[src/rtl/gapclk_pkg.sv]
package gapclk_pkg;

    typedef enum logic [0:0] {
        S_PASS = 1'b0,
        S_GAP  = 1'b1
    } gap_state_t;

    typedef enum logic [1:0] {
        ADJ_HOLD  = 2'd0,
        ADJ_SHORT = 2'd1,
        ADJ_LONG  = 2'd2
    } adj_t;

endpackage

[src/rtl/gapclk_counter.sv]
module gapclk_counter
    import gapclk_pkg::*;
#(
    parameter int NW = 8
) (
    input  logic          clk,
    input  logic          rst_n,
    input  logic [NW-1:0] n_cur,
    output logic          wrap,
    output logic          en
);

    gap_state_t    state_q, state_d;
    logic [NW-1:0] cnt_q, cnt_d;

    always_ff @(posedge clk) begin
        if (!rst_n) begin
            state_q <= S_PASS;
            cnt_q   <= NW'(1);
        end else begin
            state_q <= state_d;
            cnt_q   <= cnt_d;
        end
    end

    always_comb begin
        state_d = state_q;
        cnt_d   = cnt_q;
        unique case (state_q)
            S_PASS: begin
                cnt_d = cnt_q + NW'(1);
                if ((cnt_q + NW'(1)) >= n_cur) state_d = S_GAP;
            end
            S_GAP: begin
                cnt_d   = NW'(1);
                state_d = S_PASS;
            end
        endcase
    end

    always_comb begin
        en   = 1'b1;
        wrap = 1'b0;
        unique case (state_q)
            S_PASS: en = 1'b1;
            S_GAP: begin
                en   = 1'b0;
                wrap = 1'b1;
            end
        endcase
    end

    AST_GAP_ISOLATED: assert property (@(posedge clk) disable iff (!rst_n)
        (state_q == S_GAP) |=> (state_q == S_PASS));
    AST_CNT_BOUND: assert property (@(posedge clk) disable iff (!rst_n)
        (cnt_q >= NW'(1)) && (cnt_q <= n_cur));

endmodule

[src/rtl/gapclk_interval.sv]
module gapclk_interval
    import gapclk_pkg::*;
#(
    parameter int NW = 8
) (
    input  logic          clk,
    input  logic          rst_n,
    input  logic [NW-1:0] cfg_n_min,
    input  logic [NW-1:0] cfg_n_max,
    input  logic [NW-1:0] cfg_n_nom,
    input  logic          wrap,
    input  logic          lvl_low,
    input  logic          lvl_high,
    output logic [NW-1:0] n_cur,
    output logic          just
);

    localparam int XW = NW + 1;

    adj_t          adj;
    logic [XW-1:0] n_step;
    logic [NW-1:0] n_next;

    function automatic logic [NW-1:0] clamp_n(input logic [XW-1:0] v,
                                              input logic [NW-1:0] lo,
                                              input logic [NW-1:0] hi);
        if (v < {1'b0, lo})      return lo;
        else if (v > {1'b0, hi}) return hi;
        else                     return v[NW-1:0];
    endfunction

    always_comb begin
        if (lvl_low && !lvl_high)      adj = ADJ_SHORT;
        else if (lvl_high && !lvl_low) adj = ADJ_LONG;
        else                           adj = ADJ_HOLD;
    end

    always_comb begin
        n_step = {1'b0, n_cur};
        unique case (adj)
            ADJ_SHORT: n_step = {1'b0, n_cur} - XW'(1);
            ADJ_LONG:  n_step = {1'b0, n_cur} + XW'(1);
            ADJ_HOLD:  n_step = {1'b0, n_cur};
            default:   n_step = {1'b0, n_cur};
        endcase
        n_next = (adj == ADJ_HOLD) ? n_cur : clamp_n(n_step, cfg_n_min, cfg_n_max);
    end

    always_ff @(posedge clk) begin
        if (!rst_n) begin
            n_cur <= cfg_n_nom;
            just  <= 1'b0;
        end else begin
            just <= 1'b0;
            if (wrap) begin
                n_cur <= n_next;
                just  <= (n_next != n_cur);
            end
        end
    end

    AST_N_AT_WRAP: assert property (@(posedge clk) disable iff (!rst_n)
        !$stable(n_cur) |-> $past(wrap));
    AST_STROBE_ONE: assert property (@(posedge clk) disable iff (!rst_n)
        just |=> !just);
    AST_STROBE_CAUSE: assert property (@(posedge clk) disable iff (!rst_n)
        just |-> ($past(wrap) && (n_cur != $past(n_cur))));

endmodule

[src/rtl/gapclk_errlatch.sv]
module gapclk_errlatch (
    input  logic clk,
    input  logic rst_n,
    input  logic under,
    input  logic over,
    output logic err
);

    always_ff @(posedge clk) begin
        if (!rst_n)             err <= 1'b0;
        else if (under || over) err <= 1'b1;
    end

    AST_ERR_STICKY: assert property (@(posedge clk) disable iff (!rst_n)
        $past(err) |-> err);
    AST_ERR_CAUSE: assert property (@(posedge clk) disable iff (!rst_n)
        $rose(err) |-> ($past(under) || $past(over)));

endmodule

[src/rtl/gapclk_gen.sv]
module gapclk_gen
    import gapclk_pkg::*;
#(
    parameter int NW = 8
) (
    input  logic          clk,
    input  logic          rst_n,
    input  logic [NW-1:0] cfg_n_min,
    input  logic [NW-1:0] cfg_n_max,
    input  logic [NW-1:0] cfg_n_nom,
    input  logic          fifo_almost_empty,
    input  logic          fifo_almost_full,
    input  logic          fifo_underrun,
    input  logic          fifo_overrun,
    output logic          gclk_en,
    output logic          just_strobe,
    output logic          slip_err
);

    logic [NW-1:0] n_cur;
    logic          wrap;

    gapclk_counter #(.NW(NW)) u_cnt (
        .clk   (clk),
        .rst_n (rst_n),
        .n_cur (n_cur),
        .wrap  (wrap),
        .en    (gclk_en)
    );

    gapclk_interval #(.NW(NW)) u_ivl (
        .clk       (clk),
        .rst_n     (rst_n),
        .cfg_n_min (cfg_n_min),
        .cfg_n_max (cfg_n_max),
        .cfg_n_nom (cfg_n_nom),
        .wrap      (wrap),
        .lvl_low   (fifo_almost_empty),
        .lvl_high  (fifo_almost_full),
        .n_cur     (n_cur),
        .just      (just_strobe)
    );

    gapclk_errlatch u_err (
        .clk   (clk),
        .rst_n (rst_n),
        .under (fifo_underrun),
        .over  (fifo_overrun),
        .err   (slip_err)
    );

    AST_EN_AFTER_STROBE: assert property (@(posedge clk) disable iff (!rst_n)
        just_strobe |-> gclk_en);

endmodule

[config.mk]
export PLATFORM = sky130hd
export DESIGN_NAME = gapclk_gen
export DESIGN_NICKNAME = d
export VERILOG_FILES = /design/src/rtl/gapclk_pkg.sv /design/src/rtl/gapclk_counter.sv /design/src/rtl/gapclk_interval.sv /design/src/rtl/gapclk_errlatch.sv /design/src/rtl/gapclk_gen.sv
export SDC_FILE = /design/constraint.sdc
export NUM_CORES = 1
export LEC_CHECK = 0
export BUFFER_PORTS_ARGS = -buffer_cell sky130_fd_sc_hd__buf_2
export CORE_ASPECT_RATIO = 1.25
export CORE_MARGIN = 2
export CORE_UTILIZATION = 40
export CTS_CLUSTER_SIZE = 25
export DETAILED_ROUTE_END_ITERATION = 6
export GPL_TIMING_DRIVEN = 0
export RECOVER_POWER = 25
export SLEW_MARGIN = 20
export SYNTH_ARGS = -nofsm -noshare
export SYNTH_HDL_FRONTEND = slang
export SYNTH_HIERARCHICAL = 1
export SYNTH_SLANG_ARGS = --single-unit
export TNS_END_PERCENT = 100
[constraint.sdc]
create_clock -name clk -period 11.2 [get_ports clk]
set_input_delay 0.56 -clock clk [delete_from_list [all_inputs] [get_ports clk]]
set_output_delay 0.56 -clock clk [all_outputs]
set_load 0.01 [all_outputs]
==> Word-level counts from Yosys, hierarchy flattened <==
Cells that the tools add are included.
{ "totals": {"reg_bits": 19, "input_bits": 30, "out_inout_bits": 3, "elab_cells": 36} }
{ "op_classes": {"add_sub_neg": 3, "magnitude_cmp": 3, "n_eq_ne": 4, "muxes": 13, "bitwise_logic": 1, "reduce_logical": 7} }
{ "ops": {"columns": ["cell", "count"], "rows": [
  ["$mux W8", 5],
  ["$pmux W9 S2", 1],
  ["$pmux W8 S2", 1],
  ["$add A8 B1 Y9 const B", 1],
  ["$gt A9 B8 Y1", 1],
  ["$lt A9 B8 Y1", 1],
  ["$sub A8 B1 Y9 const B", 1],
  ["$add A8 B1 Y8 const B", 1],
  ["$ge A8 B8 Y1", 1],
  ["$ne A8 B8 Y1", 1],
  ["$mux W2", 2],
  ["$pmux W1 S2", 2],
  ["$eq A2 B1 Y1 const B", 1],
  ["$eq A2 B2 Y1 const B", 1],
  ["$logic_and A1 B1 Y1", 2],
  ["$logic_not A1 Y1", 2],
  ["$logic_not A2 Y1", 1],
  ["$mux W1", 2],
  ["$ne A2 B1 Y1 const B", 1],
  ["$reduce_and A2 Y1", 1],
  ["$logic_or A1 B1 Y1", 1],
  ["$not A1 Y1", 1]
]} }

==> Logic depth before layout (Yosys ltp) <==
{ "depth": {"word_depth": 12, "depth_mapped": 19, "depth_no_buf": 19} }

==> Cells and area by module <==
Netlist, hierarchy kept.
{ "modules_own_cells": {"columns": ["mod", "n_inst", "cells_per_inst", "area_each_um2", "seq_area_each_um2"], "rows": [
  ["gapclk_interval", 1, 211, 1764.2, 260.2],
  ["gapclk_counter", 1, 65, 550.5, 180.2],
  ["gapclk_errlatch", 1, 2, 28.8, 20.0]
]} }

==> Worst setup path before layout <==
Ideal clock, no wire load.
{ "synth_path": {"kind": "input -> register", "start": "in fifo_almost_empty", "end": "reg u_ivl.just", "setup_ns": 0.132, "arrival_ns": 4.522, "required_time_ns": 11.068, "path_slack_ns": 6.546, "stages": 18, "path_buffers": 0, "path_cell_list": "inv_1 ha_1 inv_1 ha_1 a21oi_1 o2111ai_1 o31ai_1 mux2_2 or2_2 ha_1 and3_1 a221oi_1 o21a_4 a31oi_1 and3_1 a2bb2o_4 nor4_4 a211oi_2"} }
{ "synth_via": {"elab_chain_len": 11, "word_cells_on_any_way": 15, "cone_classes": "order compare: 2; eq/ne: 3; mux: 6; reduce/logical: 4"} }
{ "synth_lines": {"columns": ["item", "line_no", "source"], "rows": [
  ["from (decl)", "gapclk_gen.sv:11", "input logic fifo_almost_empty,"],
  ["$logic_not A1 Y1", "gapclk_interval.sv:34", "else if (lvl_high && !lvl_low) adj = ADJ_LONG;"],
  ["$logic_and A1 B1 Y1", "gapclk_interval.sv:34", null],
  ["$mux W2", "gapclk_interval.sv:34", null],
  ["$mux W2 *", "gapclk_interval.sv:33", "if (lvl_low && !lvl_high) adj = ADJ_SHORT;"],
  ["$eq A2 B2 Y1 or $eq A2 B1 Y1 (tied branches)", "gapclk_interval.sv:40", "unique case (adj)"],
  ["$pmux W9 S2", "gapclk_interval.sv:40", null],
  ["$gt A9 B8 Y1", "gapclk_interval.sv:28", "else if (v > {1'b0, hi}) return hi;"],
  ["$mux W8", "gapclk_interval.sv:28", null],
  ["$mux W8", "gapclk_interval.sv:27", "if (v < {1'b0, lo}) return lo;"],
  ["$mux W8 *", "gapclk_interval.sv:46", "n_next = (adj == ADJ_HOLD) ? n_cur : clamp_n(n_step, cfg_n_min, cfg_n_max);"],
  ["$ne A8 B8 Y1 *", "gapclk_interval.sv:57", "just <= (n_next != n_cur);"],
  ["to (signal assigned)", "gapclk_interval.sv:57", null],
  ["to (decl)", "gapclk_interval.sv:15", "output logic just"]
]} }
Mark *: on every way between the ends. The rest lies on a longest branch, timed or not.
A chain may end at the register's enable or synchronous reset.

==> Worst setup path after layout <==
Ends and elaborated chain as after synthesis.

==> out/summary.md <==
### Cells and area
* 379 — Post-layout nets
* 12.2% — Layout area overhead
* 42 x inv_1, 33 x ha_1, 32 x buf_2 — commonest cells after routing, fill and taps aside
* 20.1% — layout cell share with drive strength beyond 1
* 380 — final non-filler cell total
* inv_1 — most common cell after layout, fill and taps aside
* 0 — Ant. Diodes

### STA
* 446 ps — hold_ws
* 61.3% — relative slew slack
* 0 ps — setup TNS
* 5110 ps — minimum clock period
* no — unrepaired setup endpoints after global routing
* 45.6% — final critical-path share of the clock period
* 0.196 GHz — achievable clock frequency
* 574 ps — actual slew at the worst max-slew pin
* 4.17 ps — Worst Clk Skew
* 0 — endpoints failing hold
* 0 — Final setup viols
* 0 — pins over their slew limit
* 6090 ps — final critical-path setup slack

### Global route
* 18.5% — global routing usage summed across all routing layers
* 0 — total congestion overflow after global routing
* 0 — initial antenna violation count
* 2079 — number of global-route vias before repair
* 9490 um — global-route wire length before repair
* 11 — pin count of the biggest net entering global routing

### Routing
* 5660 um — total wirelength of the detailed-routed design
* 0 — DRC viols
* 14.9 um — Routed WL per cell
* 0 — antenna-violating nets left
* 2122 — total number of vias
* 114 — number of DRC violations after detailed-routing iteration 0
* 5.58 — average via count per standard cell
* 4 — Pre-antenna DRT Iters

### Synthesis
* 8.43 um2 — average footprint of a synthesized cell
* 6 — synthesis warning total
* 19.6% — sequential area share after synthesis
* 2340 um2 — cell area after synthesis
* ha_1 — cell type with the largest total area after synthesis
* ha_1 18%, edfxtp_1 10%, dfxtp_1 9.4% — top cells by area, synth
* 8 — number of enable-type register cells in the synthesized netlist
* dfxtp_1 — leading register cell type out of synthesis
* 63 — distinct cell type count after synthesis
* 19 — total of flip-flops plus latches after synthesis
* 0% — share of async-settable or async-resettable flops after synthesis
* 278 — cell count after synthesis
* 342 — post-synth net total
* 17.6% — post-synth top area share

### Power
* 0.0000749 V — Max IR drop VDD
* 1.25 nW — Static Leak
* 140 nW/um2 — cell area power density

### Critical path
* fifo_almost_empty — startpoint of the worst setup timing path
* 6540 ps — slack of the worst reg-to-reg path
* 10 — maximum fanout count along the critical path
* 16 — Worst Reg-to-Reg Cells
* u_ivl/just$_SDFF_PN0_ — Reg2Reg Capture Point
* 11330 ps — critical path data required time
* u_ivl/n_cur[1]$_DFFE_PP_ — origin of the critical flop-to-flop path
* flip-flop — crit end category
* 5240 ps — signal arrival time at the worst endpoint
* primary input — Setup crit start kind
* in2reg — startpoint-to-endpoint class of the critical path
* u_ivl/just$_SDFF_PN0_ — capturing element of the worst setup path

### Clock network
* done — CTS tree
* 0 — Resized cells post-CTS
* 0 — number of buffers added to fix hold violations after cts
* 19 — total number of clock tree sinks
* 3 — Inserted Clock Buffers
* 70 ps — clock transition at the registers of the reported paths
* 0 — setup repair bufs after CTS
* 1 — CTS H-tree lvls
* 260 ps — Clock Latency Late Sink
* 2 — CTS Buffer Depth
* clkbuf_8 — clock root buffer master

### Floorplan
* 31 — std cell rows
* 6490 um2 — Die ar.
* 89.6 um — die boundary height
* 40.8% — starting density of the core
* 33 — number of ports placed on the die boundary
* 5740 um2 — standard cell core area
* 72.5 um — overall die width

### Placed design
* 0.868 — global placement routability congestion
* 376 — count of placed standard cells including taps
* 5800 ps — worst slack at placement
* 4790 um — DP HPWL
* 32 — IO buf count

### Run
* 0 — total of max-cap violations

### Outcome
* complete, no violations — result of the run

### Min path
* reg2reg — worst min path class

worst min path at each step:
stage | from | to | slack, ps | cells past startpoint
after global routing | u_cnt/cnt_q[0]$_SDFF_PP1_ | u_cnt/cnt_q[0]$_SDFF_PP1_ | 460 | 1
after detailed placement | u_cnt/cnt_q[0]$_SDFF_PP1_ | u_cnt/cnt_q[0]$_SDFF_PP1_ | 430 | 1
after CTS | u_cnt/cnt_q[0]$_SDFF_PP1_ | u_cnt/cnt_q[0]$_SDFF_PP1_ | 450 | 1
final | u_cnt/cnt_q[0]$_SDFF_PP1_ | u_cnt/cnt_q[0]$_SDFF_PP1_ | 450 | 1
after global placement | u_cnt/cnt_q[0]$_SDFF_PP1_ | u_cnt/cnt_q[0]$_SDFF_PP1_ | 410 | 1
after floorplan | u_cnt/cnt_q[0]$_SDFF_PP1_ | u_cnt/cnt_q[0]$_SDFF_PP1_ | 400 | 1
synth_stat cells (6+ instances only):
cell type / instances
a21oi_1: 10
a31oi_1: 7
dfxtp_1: 11
edfxtp_1: 8
ha_1: 33
inv_1: 42
mux2_2: 6
nand2_1: 22
nand3_1: 8
nor2_1: 10
o21ai_0: 21
xnor2_1: 8
xor2_1: 6
sequential cells by signal, indices dropped and copies added, names as in the netlist:
name,count
u_ivl/just,1
u_cnt/state_q,1
u_ivl/n_cur,8
u_err/err,1
u_cnt/cnt_q,8
critical path, cell delays in order:
cell and delay, ps:
buf_2 70, inv_1 30, ha_1 270, inv_1 310, ha_1 310, a21oi_1 220
o2111ai_1 220, o31ai_1 270, mux2_2 390, or2_2 310, ha_1 300, and3_1 200
a221oi_1 420, o21a_4 270, nor2_8 50, nor2_2 220, o221ai_1 260, a222oi_1 270
nor2b_1 200, a211oi_2 90
cell type report:
class                      instances  area (um2)
buffer                             5        27.5
clock buffer                       4        45.0
fill                             582        3110
inverter                          42         158
multi-input combinational        212        1700
sequential                        19         460
tap                               66        82.6
timing repair buffer              32         159
metrics by stage:
stage                     power, mW  util, %  instance area [um2]
after floorplan               0.268        -                 2340
after global placement        0.318     45.1                 2590
after detailed placement      0.319     45.1                 2590
after CTS                     0.368     45.8                 2630
after global routing          0.396     45.8                 2630
final                         0.367     45.8                 2630
routing by layer:
| metal | vias to the layer above | GRT usage, % | part of all wire (%) |
|---|---|---|---|
| met5 | - | 0 | 0 |
| met4 | 0 | 6.57 | 2.2 |
| met3 | 13 | 0.781 | 2.9 |
| met2 | 49 | 35.1 | 51 |
| met1 | 973 | 22.2 | 44 |
| li1 | 1087 | - | - |
logic make-up after synthesis:
| kind of cell | synth area share (%) |
|---|---|
| xor+xnor | 5.23 |
| compound gates | 28.6 |
| flops | 19.6 |
| fa+ha+maj | 18.5 |
| mux | 3.74 |
| simple gates | 16.4 |
| buf+inv | 7.90 |
power by group:
group | switching, mW | internal (mW) | total, mW
registers | 0.00865 | 0.0802 | 0.0888
logic | 0.132 | 0.0993 | 0.231
clock network | 0.0222 | 0.0253 | 0.0474
total | 0.162 | 0.205 | 0.367
Note: power is estimated with default switching activity, not from simulation.
